[src/rtl/ecc_cap_pkg.sv]
package ecc_cap_pkg;

  localparam int COL_W  = 16;
  localparam int ROW_W  = 16;
  localparam int BANK_W = 3;
  localparam int RANK_W = 2;
  localparam int SYND_W = 8;
  localparam int LOG_W  = 64;
  localparam int STAT_W = 16;

  typedef struct packed {
    logic [COL_W-1:0]  col;
    logic [ROW_W-1:0]  row;
    logic [BANK_W-1:0] bank;
    logic [RANK_W-1:0] rank;
    logic [SYND_W-1:0] synd;
  } ecc_fields_t;

  // Log word layout: col | row | bank | rank | 3'b0 | synd | 14'b0 | ue | ce
  function automatic logic [LOG_W-1:0] ecc_pack_log(ecc_fields_t f, logic ue, logic ce);
    return {f.col, f.row, f.bank, f.rank, 3'b000, f.synd, 14'd0, ue, ce};
  endfunction

  // Decide whether a log loads new fields, given occupancy after any clear.
  function automatic logic ecc_log_take(logic ce_in, logic ue_in, logic kept_ce, logic kept_ue);
    return (ue_in && !kept_ue) || (ce_in && !kept_ue && !kept_ce);
  endfunction

endpackage

[src/rtl/ecc_status_reg.sv]
module ecc_status_reg
  import ecc_cap_pkg::*;
(
  input  logic              clk,
  input  logic              rst_n,
  input  logic              any_ce,
  input  logic              any_ue,
  input  logic              clr_ce,
  input  logic              clr_ue,
  output logic [STAT_W-1:0] status
);

  logic [1:0] st_q;
  logic [1:0] st_next;

  // Clear first, then set: a same-cycle event survives the clear.
  assign st_next[0] = (st_q[0] & ~clr_ce) | any_ce;
  assign st_next[1] = (st_q[1] & ~clr_ue) | any_ue;

  always_ff @(posedge clk or negedge rst_n) begin
    if (!rst_n) st_q <= 2'b00;
    else        st_q <= st_next;
  end

  assign status = {{(STAT_W-2){1'b0}}, st_q};

  AST_SET_UE: assert property (@(posedge clk) disable iff (!rst_n)
    any_ue |=> st_q[1]);
  AST_SET_CE: assert property (@(posedge clk) disable iff (!rst_n)
    any_ce |=> st_q[0]);
  AST_W1C_CE: assert property (@(posedge clk) disable iff (!rst_n)
    (clr_ce && !any_ce) |=> !st_q[0]);
  AST_W0_HOLD: assert property (@(posedge clk) disable iff (!rst_n)
    (st_q[0] && !clr_ce) |=> st_q[0]);
  AST_CLR_LOSES: assert property (@(posedge clk) disable iff (!rst_n)
    (clr_ue && any_ue) |=> st_q[1]);

endmodule

[src/rtl/ecc_log_chan.sv]
module ecc_log_chan
  import ecc_cap_pkg::*;
(
  input  logic             clk,
  input  logic             rst_n,
  input  logic             ce_in,
  input  logic             ue_in,
  input  ecc_fields_t      fields_in,
  input  logic             clr_ce,
  input  logic             clr_ue,
  output logic [LOG_W-1:0] log_word,
  output logic             log_load
);

  logic        held_ce;
  logic        held_ue;
  logic        kept_ce;
  logic        kept_ue;
  ecc_fields_t fields_q;

  assign kept_ce  = held_ce & ~clr_ce;
  assign kept_ue  = held_ue & ~clr_ue;
  assign log_load = ecc_log_take(ce_in, ue_in, kept_ce, kept_ue);

  always_ff @(posedge clk or negedge rst_n) begin
    if (!rst_n) begin
      held_ce  <= 1'b0;
      held_ue  <= 1'b0;
      fields_q <= '0;
    end else begin
      held_ce <= kept_ce | ce_in;
      held_ue <= kept_ue | ue_in;
      if (log_load) fields_q <= fields_in;
    end
  end

  assign log_word = ecc_pack_log(fields_q, held_ue, held_ce);

  AST_CE_NO_OVERWRITE: assert property (@(posedge clk) disable iff (!rst_n)
    (ce_in && !ue_in && (held_ce || held_ue) && !clr_ce && !clr_ue) |=> $stable(fields_q));
  AST_UE_OVER_CE: assert property (@(posedge clk) disable iff (!rst_n)
    (ue_in && !held_ue) |=> (held_ue && fields_q == $past(fields_in)));
  AST_UE_STICKY: assert property (@(posedge clk) disable iff (!rst_n)
    (held_ue && !clr_ue) |=> (held_ue && $stable(fields_q)));
  AST_CLR_REARM: assert property (@(posedge clk) disable iff (!rst_n)
    (clr_ce && !ce_in) |=> !held_ce);
  AST_EVENT_WINS: assert property (@(posedge clk) disable iff (!rst_n)
    (clr_ce && ce_in) |=> held_ce);

endmodule

[src/rtl/ecc_rd_mux.sv]
module ecc_rd_mux
  import ecc_cap_pkg::*;
#(
  parameter int NUM_CH    = 2,
  parameter int ADDR_W    = 4,
  parameter int STAT_ADDR = 0,
  parameter int LOG_BASE  = 1
) (
  input  logic [ADDR_W-1:0]             rd_addr,
  input  logic [STAT_W-1:0]             status,
  input  logic [NUM_CH-1:0][LOG_W-1:0]  logs,
  output logic [LOG_W-1:0]              rd_data
);

  always_comb begin
    rd_data = '0;
    if (rd_addr == ADDR_W'(STAT_ADDR)) rd_data = {{(LOG_W-STAT_W){1'b0}}, status};
    for (int c = 0; c < NUM_CH; c++) begin
      if (rd_addr == ADDR_W'(LOG_BASE + c)) rd_data = logs[c];
    end
  end

endmodule

[src/rtl/ecc_err_capture.sv]
module ecc_err_capture
  import ecc_cap_pkg::*;
#(
  parameter int NUM_CH = 2,
  parameter int ADDR_W = 4
) (
  input  logic                     clk,
  input  logic                     rst_n,
  input  logic [NUM_CH-1:0]        ce_evt,
  input  logic [NUM_CH-1:0]        ue_evt,
  input  logic [NUM_CH*COL_W-1:0]  err_col,
  input  logic [NUM_CH*ROW_W-1:0]  err_row,
  input  logic [NUM_CH*BANK_W-1:0] err_bank,
  input  logic [NUM_CH*RANK_W-1:0] err_rank,
  input  logic [NUM_CH*SYND_W-1:0] err_synd,
  input  logic                     wr_en,
  input  logic [ADDR_W-1:0]        wr_addr,
  input  logic [STAT_W-1:0]        wr_data,
  input  logic [ADDR_W-1:0]        rd_addr,
  output logic [LOG_W-1:0]         rd_data,
  output logic                     irq
);

  localparam int STAT_ADDR = 0;
  localparam int LOG_BASE  = 1;

  logic                      stat_wr;
  logic                      clr_ce;
  logic                      clr_ue;
  logic                      any_ce;
  logic                      any_ue;
  logic [STAT_W-1:0]         status;
  logic [NUM_CH-1:0][LOG_W-1:0] logs;
  logic [NUM_CH-1:0]         log_load;
  logic                      unused_wr_hi;

  assign stat_wr      = wr_en && (wr_addr == ADDR_W'(STAT_ADDR));
  assign clr_ce       = stat_wr && wr_data[0];
  assign clr_ue       = stat_wr && wr_data[1];
  assign unused_wr_hi = ^{wr_data[STAT_W-1:2], log_load};
  assign any_ce       = |ce_evt;
  assign any_ue       = |ue_evt;

  ecc_status_reg u_status (
    .clk    (clk),
    .rst_n  (rst_n),
    .any_ce (any_ce),
    .any_ue (any_ue),
    .clr_ce (clr_ce),
    .clr_ue (clr_ue),
    .status (status)
  );

  for (genvar c = 0; c < NUM_CH; c++) begin : g_chan
    ecc_fields_t fin;
    assign fin.col  = err_col [c*COL_W  +: COL_W];
    assign fin.row  = err_row [c*ROW_W  +: ROW_W];
    assign fin.bank = err_bank[c*BANK_W +: BANK_W];
    assign fin.rank = err_rank[c*RANK_W +: RANK_W];
    assign fin.synd = err_synd[c*SYND_W +: SYND_W];

    ecc_log_chan u_log (
      .clk       (clk),
      .rst_n     (rst_n),
      .ce_in     (ce_evt[c]),
      .ue_in     (ue_evt[c]),
      .fields_in (fin),
      .clr_ce    (clr_ce),
      .clr_ue    (clr_ue),
      .log_word  (logs[c]),
      .log_load  (log_load[c])
    );
  end

  ecc_rd_mux #(
    .NUM_CH    (NUM_CH),
    .ADDR_W    (ADDR_W),
    .STAT_ADDR (STAT_ADDR),
    .LOG_BASE  (LOG_BASE)
  ) u_mux (
    .rd_addr (rd_addr),
    .status  (status),
    .logs    (logs),
    .rd_data (rd_data)
  );

  assign irq = status[0] | status[1];

  AST_IRQ_CAUSE: assert property (@(posedge clk) disable iff (!rst_n)
    $rose(irq) |-> $past(any_ce || any_ue));
  AST_IRQ_DROP: assert property (@(posedge clk) disable iff (!rst_n)
    $fell(irq) |-> $past(stat_wr));

endmodule

[config.mk]
export PLATFORM = sky130hd
export DESIGN_NAME = ecc_err_capture
export DESIGN_NICKNAME = d
export VERILOG_FILES = /design/src/rtl/ecc_cap_pkg.sv /design/src/rtl/ecc_status_reg.sv /design/src/rtl/ecc_log_chan.sv /design/src/rtl/ecc_rd_mux.sv /design/src/rtl/ecc_err_capture.sv
export SDC_FILE = /design/constraint.sdc
export NUM_CORES = 1
export LEC_CHECK = 0
export BUFFER_PORTS_ARGS = -buffer_cell sky130_fd_sc_hd__buf_2
export CAP_MARGIN = 20
export CORE_ASPECT_RATIO = 0.5
export CORE_MARGIN = 2
export CORE_UTILIZATION = 48
export CTS_CLUSTER_DIAMETER = 200
export DETAILED_ROUTE_END_ITERATION = 16
export HOLD_SLACK_MARGIN = 0.15
export PLACE_DENSITY = 0.86
export SYNTH_ARGS = -nofsm -noshare
export SYNTH_HDL_FRONTEND = slang
export SYNTH_SLANG_ARGS = --single-unit
[constraint.sdc]
create_clock -name clk -period 1.75 [get_ports clk]
set_input_delay 0.175 -clock clk [delete_from_list [all_inputs] [get_ports clk]]
set_output_delay 0.175 -clock clk [all_outputs]
set_load 0.03 [all_outputs]
* Word level (Yosys, flattened, before mapping)
Cells that the tools add are included. W data, S select, Z words.
Cells by class: add/subtract/negate cells 0, multipliers 0, divide/modulo/power cells 0, $lt $le $gt $ge 0, equal/unequal tests 2, shifts and indexed selects 0, muxes and demuxes 3, bitwise operators 15, reductions and logical operators 19
Operators by type and width (count):
- $mux W64 | 2
- $logic_and A1 B1 Y1 | 9
- $logic_not A4 Y1 | 2
- $or A1 B1 Y1 | 7
- $and A1 B1 Y1 | 6
- $eq A4 B1 Y1 const B | 1
- $eq A4 B2 Y1 const B | 1
- $logic_not A1 Y1 | 4
- $reduce_or A2 Y1 | 2
- $logic_or A1 B1 Y1 | 2
- $mux W2 | 1
- $not A1 Y1 | 2
Word-level totals: register bits after elaboration 96, bits in latches 0, RAM bits 0, bits in read-only memories 0, input bits 121, output and inout bits 65, logic and storage cells 54, memories 0

* Longest topological paths before layout
Gate-level depths: netlist of run 1.
word-level depth 9, depth in mapped cells 5, depth with buffers taken out 4

* Cells and area by module
A second synthesis of run 1 with hierarchy kept.
Second synthesis, totals: cells, all modules 391, area total of the unflattened synthesis 4963.5 um2
By module, submodules not included:
- ecc_log_chan | times used 2, cells each 123, area each 1930.6 um2, sequential area each 1176.1 um2
- ecc_rd_mux | times used 1, cells each 116, area each 875.8 um2, sequential area each 0.0 um2
- ecc_status_reg | times used 1, cells each 21, area each 181.4 um2, sequential area each 50.0 um2
- ecc_err_capture | times used 1, cells each 8, area each 45.0 um2, sequential area each 0.0 um2

* Worst setup path after synthesis of run 1
OpenSTA, ideal clock, no wires.
path kind input -> output, start point input rd_addr[1], end point output rd_data[1], data arrival time 1.602 ns, data required time 1.575 ns, path slack -0.027 ns, cell stages on the path 5, path buffers 2, path through nor4b_1 > clkbuf_1 > buf_2 > nand2_1 > a22oi_1
On the way: word-level cells in the longest chain between the ends 4
RTL lines:
- start: declaration | RTL line ecc_err_capture.sv:19 | input logic [ADDR_W-1:0] rd_addr,
- $logic_not A4 Y1 | RTL line ecc_rd_mux.sv:17 | if (rd_addr == ADDR_W'(STAT_ADDR)) rd_data = {{(LOG_W-STAT_W){1'b0}}, status};
- $mux W2 | RTL line ecc_rd_mux.sv:17
- $mux W64 | RTL line ecc_rd_mux.sv:19 | if (rd_addr == ADDR_W'(LOG_BASE + c)) rd_data = logs[c];
- $mux W64 * | RTL line ecc_rd_mux.sv:19
- end: declaration | RTL line ecc_err_capture.sv:20 | output logic [LOG_W-1:0] rd_data,
Every way passes the cells marked *; elsewhere a longest branch is shown, timed or not.

* Worst setup path after layout of run 1
start point input ce_evt[0], end point register g_chan[0].u_log.fields_q (netlist bit g_chan[0].u_log.log_word[19])
On the way: word-level cells in the longest chain between the ends 3
RTL lines:
- start: declaration | RTL line ecc_err_capture.sv:9 | input logic [NUM_CH-1:0] ce_evt,
- $logic_and A1 B1 Y1 (2 in a row) | RTL line ecc_cap_pkg.sv:26 | return (ue_in && !kept_ue) || (ce_in && !kept_ue && !kept_ce);
- $logic_or A1 B1 Y1 | RTL line ecc_cap_pkg.sv:26
- end signal: assignment | RTL line ecc_log_chan.sv:33 | if (log_load) fields_q <= fields_in;
- end: declaration | RTL line ecc_log_chan.sv:19 | ecc_fields_t fields_q;
No other way between the ends. A chain may end at the register's enable or synchronous reset.

==> impl_table.tex, run 1 <==
\begin{tabular}{lr}
\hline
Metric & Value \\
\hline
\multicolumn{2}{l}{\textbf{Status}} \\
\quad Run status & completed \\
\multicolumn{2}{l}{\textbf{Synthesis}} \\
\quad Count of warnings emitted by yosys & 0 \\
\quad Proportion of synthesized chip area in sequential cells & 55.2\% \\
\quad Number of cells produced by synthesis & 296 \\
\quad Average cell area after synthesis & 14.7 sq um \\
\quad Number of flip-flops and latches in the synthesized netlist & 96 \\
\quad Netlist area before placement & 4360 sq um \\
\quad Netlist cell types & 31 \\
\multicolumn{2}{l}{\textbf{STA}} \\
\quad RSZ-0062 raised after global routing & false \\
\quad Max-slew violation count & 0 \\
\quad Worst Clk Skew & 0.00721 ns \\
\quad Setup violation total in the final timing report & 0 \\
\quad Number of failing hold endpoints at the final stage & 0 \\
\quad Post-Route Hold Slack & 0.268 ns \\
\quad FMAX & 572 MHz \\
\quad Share of the clock period used by the worst path after layout & 99.9\% \\
\quad Shortest clock period the worst path allows after layout & 1.75 ns \\
\multicolumn{2}{l}{\textbf{Die}} \\
\quad Starting Density & 49.7\% \\
\quad Total Die Area & 9900 sq um \\
\quad Area of the placeable core & 8770 sq um \\
\quad Die Width & 139 um \\
\quad Standard-cell rows & 24 \\
\quad Ports placed on the boundary & 186 \\
\quad Die Span Y & 71.4 um \\
\multicolumn{2}{l}{\textbf{Setup path}} \\
\quad Crit path arrival time & 1.96 ns \\
\quad Kind of start point of the critical path & input pin \\
\quad Crit. End Element & register \\
\quad CP Max Fanout & 11 \\
\quad Crit path required time & 1.96 ns \\
\quad Setup Crit Path Kind & input pin to register \\
\multicolumn{2}{l}{\textbf{Clock network}} \\
\quad TritonCTS clock tree & built \\
\quad Buffers inserted during post-CTS setup optimization & 0 \\
\quad CTS Root Cell & sky130\_fd\_sc\_hd\_\_clkbuf\_16 \\
\quad Clock latency at the later pin of the worst-skew pair & 0.34 ns \\
\quad Number of sinks handled by clock tree synthesis & 96 \\
\quad H-tree level count & 3 \\
\quad Clock-pin slew on the worst setup and hold paths & 0.07 ns \\
\quad Maximum count of clock buffers along a single path & 2 \\
\quad Num CTS Buffers & 9 \\
\multicolumn{2}{l}{\textbf{Cells and area}} \\
\quad Design Area, Final & 6570 sq um \\
\quad Post-layout net count & 674 \\
\quad Share of cells above drive strength 1 & 51.6\% \\
\quad Most common library cell in the layout ignoring fill and taps & sky130\_fd\_sc\_hd\_\_buf\_2 \\
\quad Most frequent cells in the layout & sky130\_fd\_sc\_hd\_\_buf\_2, sky130\_fd\_sc\_hd\_\_dfrtp\_1, sky130\_fd\_sc\_hd\_\_dlygate4sd3\_1 \\
\quad \# fillers & 495 \\
\quad Final core utilization & 75.0\% \\
\quad Total area of multi-input combinational cells & 1750 sq um \\
\quad Synthesis-to-layout area growth & 50.9\% \\
\quad Area of all sequential standard cells & 2400 sq um \\
\multicolumn{2}{l}{\textbf{Power and ir drop}} \\
\quad Total power density per cell area & 1020 nW/um\^{}2 \\
\quad Total leakage power & 3.12 nW \\
\quad Worst vdd rail ir drop & 0.633 mV \\
\multicolumn{2}{l}{\textbf{Routing}} \\
\quad Via-per-instance ratio & 5.47 \\
\quad Vias after detailed routing & 3696 \\
\quad Post-detailed-route DRC marker count & 0 \\
\quad Routed wirelength normalized by instance count & 20.2 um \\
\quad Detail Route Antenna Nets & 0 \\
\quad Pre-antenna DRT Iters & 6 \\
\quad Violation count after the first detailed-routing iteration & 233 \\
\quad Total Wirelength & 13700 um \\
\multicolumn{2}{l}{\textbf{GRT}} \\
\quad Number of antenna violations at the first check in global routing & 1 \\
\quad First-pass GRT wire length & 21100 um \\
\quad Overall fraction of global-route tracks in use & 27.5\% \\
\quad Pin count of the biggest net entering global routing & 48 \\
\quad Global-route congestion overflow total & 0 \\
\quad Vias in the first global route & 3936 \\
\multicolumn{2}{l}{\textbf{Place}} \\
\quad DP Wirelength & 7170 um \\
\quad Placed Instance Area & 5290 sq um \\
\quad Final weighted congestion in routability-driven placement & 0.818 \\
\quad Buffers added on ports & 154 \\
\multicolumn{2}{l}{\textbf{Flow run}} \\
\quad Count of max-cap constraint violations & 0 \\
\multicolumn{2}{l}{\textbf{Min path}} \\
\quad Worst min-delay path category & input pin to register \\
\hline
\end{tabular}
[cell type report]
type | instances | share of cell area [%]
clock buffers | 11 | 3.69
multi-input cells | 178 | 26.7
diodes | 1 | 0.0381
clock inverters | 5 | 1.22
inverters | 3 | 0.171
flip-flops and latches | 96 | 36.6
well taps | 117 | 2.23
repair buffers | 265 | 29.4
[logic make-up (layout without fill, tap and decap cells)]
| family | after synthesis | after routing | synth area share [%] |
|---|---|---|---|
| flops | 96 | 96 | 55.2 |
| mux | 90 | 90 | 24.1 |
| compound gates | 59 | 59 | 12.0 |
| buf+inv | 38 | 284 | 6.52 |
| simple gates | 12 | 12 | 2.10 |
| other cells | 1 | 18 | 0.0861 |
[flip-flops by register name, indices dropped and copies added, names as in the netlist]
name and count:
u_status.st_q 2, g_chan.u_log.held_ce 2, g_chan.u_log.held_ue 2, g_chan.u_log.log_word 90
[stage by stage]
step                TNS [ns]  std cells  total power, mW  setup slack [ns]
floorplan                  0        312             3.93             0.133
global placement           0        564             4.22           0.00450
detailed placement    -0.394        564             4.32           -0.0434
CTS                        0        675             6.59            0.0895
global route               0        676             6.94           0.00367
finish                     0        676             6.68           0.00111
[cell usage after synthesis]
master	number	area, sq um
sky130_fd_sc_hd__a21oi_1	2	10.0
sky130_fd_sc_hd__buf_6	2	22.5
sky130_fd_sc_hd__nor2_1	1	3.75
sky130_fd_sc_hd__a211o_1	1	8.76
sky130_fd_sc_hd__nand4_1	2	12.5
sky130_fd_sc_hd__mux2_2	80	901
sky130_fd_sc_hd__mux2_4	10	150
sky130_fd_sc_hd__nor3_1	1	5.00
sky130_fd_sc_hd__a21o_1	2	15.0
sky130_fd_sc_hd__buf_4	19	143
sky130_fd_sc_hd__a22o_1	45	394
sky130_fd_sc_hd__a21o_2	2	17.5
sky130_fd_sc_hd__clkbuf_1	5	18.8
sky130_fd_sc_hd__a211o_2	1	10.0
sky130_fd_sc_hd__nor4b_1	1	8.76
sky130_fd_sc_hd__buf_12	1	20.0
sky130_fd_sc_hd__dfrtp_1	96	2400
sky130_fd_sc_hd__and2_1	1	6.26
sky130_fd_sc_hd__nand3_1	1	5.00
sky130_fd_sc_hd__nand2_1	2	7.51
sky130_fd_sc_hd__conb_1	1	3.75
sky130_fd_sc_hd__nor3b_4	1	18.8
sky130_fd_sc_hd__nand3_4	1	17.5
sky130_fd_sc_hd__buf_1	1	3.75
sky130_fd_sc_hd__buf_2	4	20.0
sky130_fd_sc_hd__a22oi_4	2	42.5
sky130_fd_sc_hd__inv_1	3	11.3
sky130_fd_sc_hd__a22oi_1	2	15.0
sky130_fd_sc_hd__buf_8	3	45.0
sky130_fd_sc_hd__o21ai_0	2	10.0
sky130_fd_sc_hd__or2_2	1	6.26
[metal layers]
metal	up-vias	GRT usage, %	share of wire [%]
met5	-	0	0
met4	0	15.0	5.2
met3	66	5.61	4.8
met2	191	50.2	52
met1	1868	31.2	37
li1	1571	-	-
[final timing paths]
path                                                     startpoint                                       end  slack [ns]  cells past startpoint
max                                                       ce_evt[0]  g_chan[0].u_log.log_word[19]$_DFFE_PN0P_       0.001                      6
min                                                      wr_data[0]         g_chan[0].u_log.held_ce$_DFF_PN0_        0.27                      3
max reg2reg                       g_chan[1].u_log.held_ce$_DFF_PN0_  g_chan[1].u_log.log_word[39]$_DFFE_PN0P_        0.15                      5
min reg2reg                g_chan[0].u_log.log_word[52]$_DFFE_PN0P_  g_chan[0].u_log.log_word[52]$_DFFE_PN0P_        0.51                      1
max in group asynchronous                                     rst_n  g_chan[0].u_log.log_word[57]$_DFFE_PN0P_        0.83                      3
min in group asynchronous                                     rst_n  g_chan[0].u_log.log_word[16]$_DFFE_PN0P_        0.35                      2
[repair_timing]
action,in CTS,in global routing
gates resized for setup,0,2
endpoints found under the setup margin,0,44
hold endpoints to repair,127,0
hold buffers,95,0
[report_power, final]
group          leakage, nW  switching, mW  internal [mW]
clock                0.152          0.842           1.29
combinational         1.84          0.570          0.804
sequential            1.13          0.360           2.81
total                 3.12           1.77           4.91
[worst max-delay path: stages]
cell,delay (ns)
sky130_fd_sc_hd__dlygate4sd3_1,0.56
sky130_fd_sc_hd__buf_2,0.18
sky130_fd_sc_hd__nand4_1,0.16
sky130_fd_sc_hd__a22oi_4,0.26
sky130_fd_sc_hd__buf_4,0.26
sky130_fd_sc_hd__mux2_2,0.37
(Power assumes the default switching activity.)
==> run 2: changes to the inputs <==
==> constraint.sdc (replaced) <==
create_clock -name clk -period 1.75 [get_ports clk]
set_input_delay 0 -clock clk [delete_from_list [all_inputs] [get_ports clk]]
set_output_delay 0 -clock clk [all_outputs]
set_load 0.03 [all_outputs]
==> run 2 against run 1 <==
Combinational power about the same. Clock skew up 0.0029 ns. Clock power down 3%. Die area unchanged. Wire length up 3.8%. Via count up 1.4%. Worst setup slack better by 0.15 ns. Flip-flop and latch count unchanged. Final cell count up 0.44%. Largest cell class unchanged. Highest routed layer unchanged.
==> impl_table.tex, run 2 (same netlist as run 1, synthesis figures left out) <==
\begin{tabular}{lr}
\hline
Metric & Value \\
\hline
\multicolumn{2}{l}{\textbf{Status}} \\
\quad Run status & completed \\
\multicolumn{2}{l}{\textbf{Routing}} \\
\quad Via-per-instance ratio & 5.52 \\
\quad Violation count after the first detailed-routing iteration & 257 \\
\quad Detail Route Antenna Nets & 0 \\
\quad Pre-antenna DRT Iters & 5 \\
\quad Post-detailed-route DRC marker count & 0 \\
\quad Total Wirelength & 14200 um \\
\quad Vias after detailed routing & 3748 \\
\quad Routed wirelength normalized by instance count & 20.9 um \\
\multicolumn{2}{l}{\textbf{Cells and area}} \\
\quad Most common library cell in the layout ignoring fill and taps & sky130\_fd\_sc\_hd\_\_buf\_2 \\
\quad \# fillers & 493 \\
\quad Total area of multi-input combinational cells & 1740 sq um \\
\quad Area of all sequential standard cells & 2400 sq um \\
\quad Final standard cell count with taps included and fillers excluded & 679 \\
\quad Post-layout net count & 677 \\
\quad Synthesis-to-layout area growth & 51.0\% \\
\quad Share of cells above drive strength 1 & 50.1\% \\
\quad Most frequent cells in the layout & sky130\_fd\_sc\_hd\_\_buf\_2, sky130\_fd\_sc\_hd\_\_dlygate4sd3\_1, sky130\_fd\_sc\_hd\_\_dfrtp\_1 \\
\quad Number of flip-flops in the largest register & 90 \\
\multicolumn{2}{l}{\textbf{Die}} \\
\quad Starting Density & 49.7\% \\
\quad Die Width & 139 um \\
\quad Die Span Y & 71.4 um \\
\quad Area of the placeable core & 8770 sq um \\
\quad Standard-cell rows & 24 \\
\quad Ports placed on the boundary & 186 \\
\quad Total Die Area & 9900 sq um \\
\multicolumn{2}{l}{\textbf{STA}} \\
\quad Share of the clock period used by the worst path after layout & 91.4\% \\
\quad Shortest clock period the worst path allows after layout & 1.60 ns \\
\quad Setup violation total in the final timing report & 0 \\
\quad FMAX & 625 MHz \\
\quad Max-slew violation count & 0 \\
\quad Setup\_tns & 0 ns \\
\quad Worst Setup Slack, final & 0.150 ns \\
\quad Worst Clk Skew & 0.0102 ns \\
\quad Post-Route Hold Slack & 0.212 ns \\
\quad RSZ-0062 raised after global routing & false \\
\quad Max-Slew Margin vs Limit & 62.9\% \\
\quad Number of failing hold endpoints at the final stage & 0 \\
\quad Worst slew pin tran & 0.556 ns \\
\multicolumn{2}{l}{\textbf{Place}} \\
\quad Pre-CTS setup slack & 0.149 ns \\
\quad Number of placed instances with taps included & 559 \\
\quad Final weighted congestion in routability-driven placement & 0.794 \\
\quad Buffers added on ports & 154 \\
\quad DP Wirelength & 7250 um \\
\multicolumn{2}{l}{\textbf{Setup path}} \\
\quad Destination of the critical timing path & g\_chan[0].u\_log.log\_word[22]\$\_DFFE\_PN0P\_ \\
\quad Logic depth of the worst register-to-register path & 5 \\
\quad Critical register-to-register path endpoint & g\_chan[0].u\_log.log\_word[22]\$\_DFFE\_PN0P\_ \\
\quad RR Startpoint & g\_chan[0].u\_log.held\_ce\$\_DFF\_PN0\_ \\
\quad Crit path arrival time & 1.82 ns \\
\quad Crit path required time & 1.97 ns \\
\quad Kind of start point of the critical path & input pin \\
\quad CP Max Fanout & 20 \\
\quad Critical path origin & wr\_data[0] \\
\quad Worst reg2reg setup slack & 0.16 ns \\
\quad Crit. End Element & register \\
\quad Setup Crit Path Kind & input pin to register \\
\multicolumn{2}{l}{\textbf{Clock network}} \\
\quad Num CTS Buffers & 9 \\
\quad Maximum count of clock buffers along a single path & 2 \\
\quad Hold buffers post-CTS & 103 \\
\quad CTS Root Cell & sky130\_fd\_sc\_hd\_\_clkbuf\_16 \\
\quad Number of sinks handled by clock tree synthesis & 96 \\
\quad H-tree level count & 3 \\
\quad Clock-pin slew on the worst setup and hold paths & 0.07 ns \\
\quad TritonCTS clock tree & built \\
\quad Post-CTS sizing & 0 \\
\quad Clock latency at the later pin of the worst-skew pair & 0.34 ns \\
\quad Buffers inserted during post-CTS setup optimization & 0 \\
\multicolumn{2}{l}{\textbf{Power and ir drop}} \\
\quad Seq pwr share & 48.0\% \\
\quad Switching portion of total power & 27.2\% \\
\quad Total leakage power & 3.11 nW \\
\quad Total power density per cell area & 1010 nW/um\^{}2 \\
\quad Internal power contribution & 4.84 mW \\
\quad Power dissipated by switching net loads & 1.81 mW \\
\quad Clock share of power & 31.1\% \\
\quad Worst vdd rail ir drop & 0.585 mV \\
\quad Post-layout power & 6.66 mW \\
\quad Power share of the combinational group & 20.9\% \\
\multicolumn{2}{l}{\textbf{GRT}} \\
\quad Number of antenna violations at the first check in global routing & 1 \\
\quad Vias in the first global route & 4165 \\
\quad Global-route congestion overflow total & 0 \\
\quad Overall fraction of global-route tracks in use & 28.9\% \\
\quad First-pass GRT wire length & 21900 um \\
\quad Pin count of the biggest net entering global routing & 48 \\
\multicolumn{2}{l}{\textbf{Flow run}} \\
\quad Count of max-cap constraint violations & 0 \\
\multicolumn{2}{l}{\textbf{Min path}} \\
\quad Worst min-delay path category & input pin to async pin \\
\hline
\end{tabular}
run 2: cell types whose count changed in the layout (fill, tap and decap cells not counted), sizes merged:
cell and change:
clkinv +1, clkbuf +1, dlygate4sd3 +8, bufinv -1
clkinvlp -1, buf -5
run 2: cell type report:
class | instances | share of cell area, %
tap | 117 | 2.23
clock inverter | 4 | 0.780
multi-input combinational | 178 | 26.4
sequential | 96 | 36.5
antenna | 1 | 0.0380
clock buffer | 12 | 4.05
timing repair buffer | 268 | 29.8
inverter | 3 | 0.171
run 2: per-layer routing:
metal / global-route usage [%] / share of wire, % / vias up
li1: - / - / 1590
met1: 33.0 / 37 / 1897
met2: 51.2 / 52 / 183
met3: 5.68 / 5.2 / 78
met4: 18.5 / 6.4 / 0
met5: 0 / 0 / -
run 2: critical path: stages:
cell and delay (ns):
sky130_fd_sc_hd__dlygate4sd3_1 0.56, sky130_fd_sc_hd__buf_2 0.15, sky130_fd_sc_hd__nand4_1 0.21, sky130_fd_sc_hd__a22oi_4 0.29, sky130_fd_sc_hd__buf_12 0.23, sky130_fd_sc_hd__mux2_2 0.37
run 2: how the worst min path moves through the flow:
stage                from                                        to  slack (ns)
floorplan           rst_n         g_chan[0].u_log.held_ce$_DFF_PN0_       -0.30
global placement    rst_n  g_chan[1].u_log.log_word[29]$_DFFE_PN0P_        0.02
detailed placement  rst_n  g_chan[1].u_log.log_word[29]$_DFFE_PN0P_        0.03
CTS                 rst_n  g_chan[1].u_log.log_word[29]$_DFFE_PN0P_        0.20
global route        rst_n  g_chan[1].u_log.log_word[30]$_DFFE_PN0P_        0.26
finish              rst_n  g_chan[1].u_log.log_word[46]$_DFFE_PN0P_        0.21
run 2: metrics by stage:
stage | area, sq um | utilization [%]
after detailed placement | 5230 | 59.6
final | 6580 | 75.0
after floorplan | 4420 | -
after global routing | 6580 | 75.0
after CTS | 6580 | 75.0
after global placement | 5230 | 59.6
run 2: power by group through the flow:
stage / clock network, mW / registers, mW / logic, mW
3_5_place_dp: 0 / 3.18 / 1.15
3_3_place_gp: 0 / 3.13 / 1.09
5_1_grt: 2.21 / 3.25 / 1.48
6_report: 2.07 / 3.19 / 1.39
4_1_cts: 2.08 / 3.14 / 1.32
2_1_floorplan: 0 / 3.06 / 0.869
==> run 3: changes to the inputs <==
--- a/config.mk
+++ b/config.mk
@@ -9,11 +9,11 @@
 export CAP_MARGIN = 20
 export CORE_ASPECT_RATIO = 0.5
 export CORE_MARGIN = 2
-export CORE_UTILIZATION = 48
+export CORE_UTILIZATION = 51
 export CTS_CLUSTER_DIAMETER = 200
 export DETAILED_ROUTE_END_ITERATION = 16
 export HOLD_SLACK_MARGIN = 0.15
-export PLACE_DENSITY = 0.86
+export PLACE_DENSITY = 0.91
 export SYNTH_ARGS = -nofsm -noshare
 export SYNTH_HDL_FRONTEND = slang
 export SYNTH_SLANG_ARGS = --single-unit
==> constraint.sdc (replaced) <==
create_clock -name clk -period 2 [get_ports clk]
set_input_delay 0 -clock clk [delete_from_list [all_inputs] [get_ports clk]]
set_output_delay 0 -clock clk [all_outputs]
set_load 0.03 [all_outputs]
==> run 3 against run 2 <==
Power down 12%. Critical path type is now register to register. Global-route usage grew 1.1 points. Wire length shrank 5.3%. Register-to-register slack improved by 0.20 ns. Clock skew barely moved. Combinational power decreased by 14%. Final cell count is 0.88% lower. Largest power group unchanged. Count of clock-buffer cells in the layout did not move. Utilization up 5.5 points. Hold slack improved by 0.013 ns. Flip-flop and latch count stayed put.
==> impl_table.tex, run 3 (same netlist as run 1, synthesis figures left out) <==
\begin{tabular}{lr}
\hline
Metric & Value \\
\hline
\multicolumn{2}{l}{\textbf{Status}} \\
\quad Run status & completed \\
\multicolumn{2}{l}{\textbf{STA}} \\
\quad Worst Clk Skew & 0.00975 ns \\
\quad Worst Setup Slack, final & 0.361 ns \\
\quad Shortest clock period the worst path allows after layout & 1.64 ns \\
\quad Max-Slew Margin vs Limit & 56.2\% \\
\quad Share of the clock period used by the worst path after layout & 81.9\% \\
\quad Worst slew pin tran & 0.658 ns \\
\quad Number of failing hold endpoints at the final stage & 0 \\
\quad FMAX & 610 MHz \\
\quad RSZ-0062 raised after global routing & false \\
\quad Setup violation total in the final timing report & 0 \\
\quad Max-slew violation count & 0 \\
\quad Setup\_tns & 0 ns \\
\multicolumn{2}{l}{\textbf{Die}} \\
\quad Total Die Area & 9340 sq um \\
\quad Ports placed on the boundary & 186 \\
\quad Die Width & 135 um \\
\quad Starting Density & 53.5\% \\
\quad Standard-cell rows & 23 \\
\quad Die Span Y & 69.3 um \\
\quad Area of the placeable core & 8140 sq um \\
\multicolumn{2}{l}{\textbf{Clock network}} \\
\quad Number of sinks handled by clock tree synthesis & 96 \\
\quad Clock latency at the later pin of the worst-skew pair & 0.35 ns \\
\quad H-tree level count & 3 \\
\quad Num CTS Buffers & 9 \\
\quad TritonCTS clock tree & built \\
\quad Clock-pin slew on the worst setup and hold paths & 0.07 ns \\
\quad Maximum count of clock buffers along a single path & 2 \\
\quad CTS Root Cell & sky130\_fd\_sc\_hd\_\_clkbuf\_16 \\
\quad Buffers inserted during post-CTS setup optimization & 0 \\
\multicolumn{2}{l}{\textbf{GRT}} \\
\quad Global-route congestion overflow total & 0 \\
\quad Vias in the first global route & 4013 \\
\quad Pin count of the biggest net entering global routing & 52 \\
\quad Number of antenna violations at the first check in global routing & 1 \\
\quad Overall fraction of global-route tracks in use & 29.9\% \\
\quad First-pass GRT wire length & 21200 um \\
\multicolumn{2}{l}{\textbf{Routing}} \\
\quad Violation count after the first detailed-routing iteration & 209 \\
\quad Total Wirelength & 13400 um \\
\quad Detail Route Antenna Nets & 0 \\
\quad Vias after detailed routing & 3616 \\
\quad Pre-antenna DRT Iters & 4 \\
\quad Via-per-instance ratio & 5.37 \\
\quad Post-detailed-route DRC marker count & 0 \\
\quad Routed wirelength normalized by instance count & 20.0 um \\
\multicolumn{2}{l}{\textbf{Cells and area}} \\
\quad Synthesis-to-layout area growth & 50.5\% \\
\quad Post-layout net count & 676 \\
\quad Number of flip-flops in the largest register & 90 \\
\quad Share of cells above drive strength 1 & 49.8\% \\
\quad Most common library cell in the layout ignoring fill and taps & sky130\_fd\_sc\_hd\_\_buf\_2 \\
\quad Total area of multi-input combinational cells & 1740 sq um \\
\quad Most frequent cells in the layout & sky130\_fd\_sc\_hd\_\_buf\_2, sky130\_fd\_sc\_hd\_\_dlygate4sd3\_1, sky130\_fd\_sc\_hd\_\_dfrtp\_1 \\
\quad Area of all sequential standard cells & 2400 sq um \\
\quad \# fillers & 411 \\
\multicolumn{2}{l}{\textbf{Setup path}} \\
\quad Crit path arrival time & 1.87 ns \\
\quad Kind of start point of the critical path & register \\
\quad Crit path required time & 2.23 ns \\
\quad Setup Crit Path Kind & register to register \\
\quad CP Max Fanout & 38 \\
\quad Crit. End Element & register \\
\multicolumn{2}{l}{\textbf{Place}} \\
\quad Pre-CTS setup slack & 0.383 ns \\
\quad Buffers added on ports & 154 \\
\quad DP Wirelength & 6860 um \\
\quad Final weighted congestion in routability-driven placement & 0.810 \\
\multicolumn{2}{l}{\textbf{Min path}} \\
\quad Worst min-delay path category & input pin to async pin \\
\multicolumn{2}{l}{\textbf{Power and ir drop}} \\
\quad Total power density per cell area & 897 nW/um\^{}2 \\
\quad Power dissipated by switching net loads & 1.55 mW \\
\quad Total leakage power & 3.11 nW \\
\quad Clock share of power & 32.4\% \\
\quad Power share of the combinational group & 20.3\% \\
\quad Worst vdd rail ir drop & 0.584 mV \\
\quad Seq pwr share & 47.3\% \\
\quad Internal power contribution & 4.33 mW \\
\quad Switching portion of total power & 26.4\% \\
\multicolumn{2}{l}{\textbf{Flow run}} \\
\quad Count of max-cap constraint violations & 0 \\
\hline
\end{tabular}
==> run 3: final timing paths <==
| kind | start | end | slack (ns) | cells past startpoint |
|---|---|---|---|---|
| min in group clk | err_row[10] | g_chan[0].u_log.log_word[42]$_DFFE_PN0P_ | 0.41 | 3 |
| hold / removal | rst_n | g_chan[0].u_log.log_word[31]$_DFFE_PN0P_ | 0.23 | 2 |
| setup reg to reg | g_chan[1].u_log.held_ce$_DFF_PN0_ | g_chan[1].u_log.log_word[33]$_DFFE_PN0P_ | 0.36 | 5 |
| hold reg to reg | g_chan[0].u_log.log_word[40]$_DFFE_PN0P_ | g_chan[0].u_log.log_word[40]$_DFFE_PN0P_ | 0.51 | 1 |
| max in group asynchronous | rst_n | g_chan[0].u_log.log_word[55]$_DFFE_PN0P_ | 1.16 | 3 |
| setup / recovery | g_chan[1].u_log.held_ce$_DFF_PN0_ | g_chan[1].u_log.log_word[33]$_DFFE_PN0P_ | 0.36 | 5 |
==> run 3: metal layers <==
layer  track usage [%]  share of wire [%]
met2              52.5                 52
met1              33.6                 38
met4              15.4                4.3
met5                 0                  0
met3              8.11                5.3
==> run 3: final cells by class <==
| type | count | share of cell area [%] |
|---|---|---|
| timing repair buffer | 267 | 29.4 |
| multi-input combinational | 178 | 26.5 |
| tap | 112 | 2.14 |
| antenna | 1 | 0.0382 |
| clock buffer | 12 | 3.91 |
| inverter | 3 | 0.172 |
| clock inverter | 4 | 1.16 |
| sequential | 96 | 36.6 |
==> run 3: power groups by stage <==
stage | sequential, mW | combinational, mW | clock, mW
2_1_floorplan | 2.68 | 0.760 | 0
3_3_place_gp | 2.73 | 0.952 | 0
3_5_place_dp | 2.77 | 0.994 | 0
4_1_cts | 2.74 | 1.15 | 1.91
5_1_grt | 2.84 | 1.27 | 2.02
6_report | 2.78 | 1.20 | 1.90
==> run 3: through the flow <==
step	utilization [%]	total power [mW]	hold slack [ns]	cells	instance area [sq um]
floorplan	-	3.44	-0.296	312	4420
global placement	63.7	3.68	0.0633	553	5190
detailed placement	63.7	3.77	0.0711	553	5190
CTS	80.5	5.81	0.242	672	6550
global route	80.5	6.13	0.296	673	6560
finish	80.5	5.88	0.225	673	6560
==> run 3: worst max-delay path, stage by stage, from the launching register on <==
cell                      delay, ns
sky130_fd_sc_hd__dfrtp_1       0.40
sky130_fd_sc_hd__inv_1         0.12
sky130_fd_sc_hd__a21oi_1       0.12
sky130_fd_sc_hd__a22oi_4       0.21
sky130_fd_sc_hd__buf_12        0.26
sky130_fd_sc_hd__mux2_2        0.38
==> run 3: repair_timing <==
item | in CTS | in global routing
hold endpoints to repair | 159 | 0
hold buffers | 103 | 0
gates resized for setup | 0 | 0
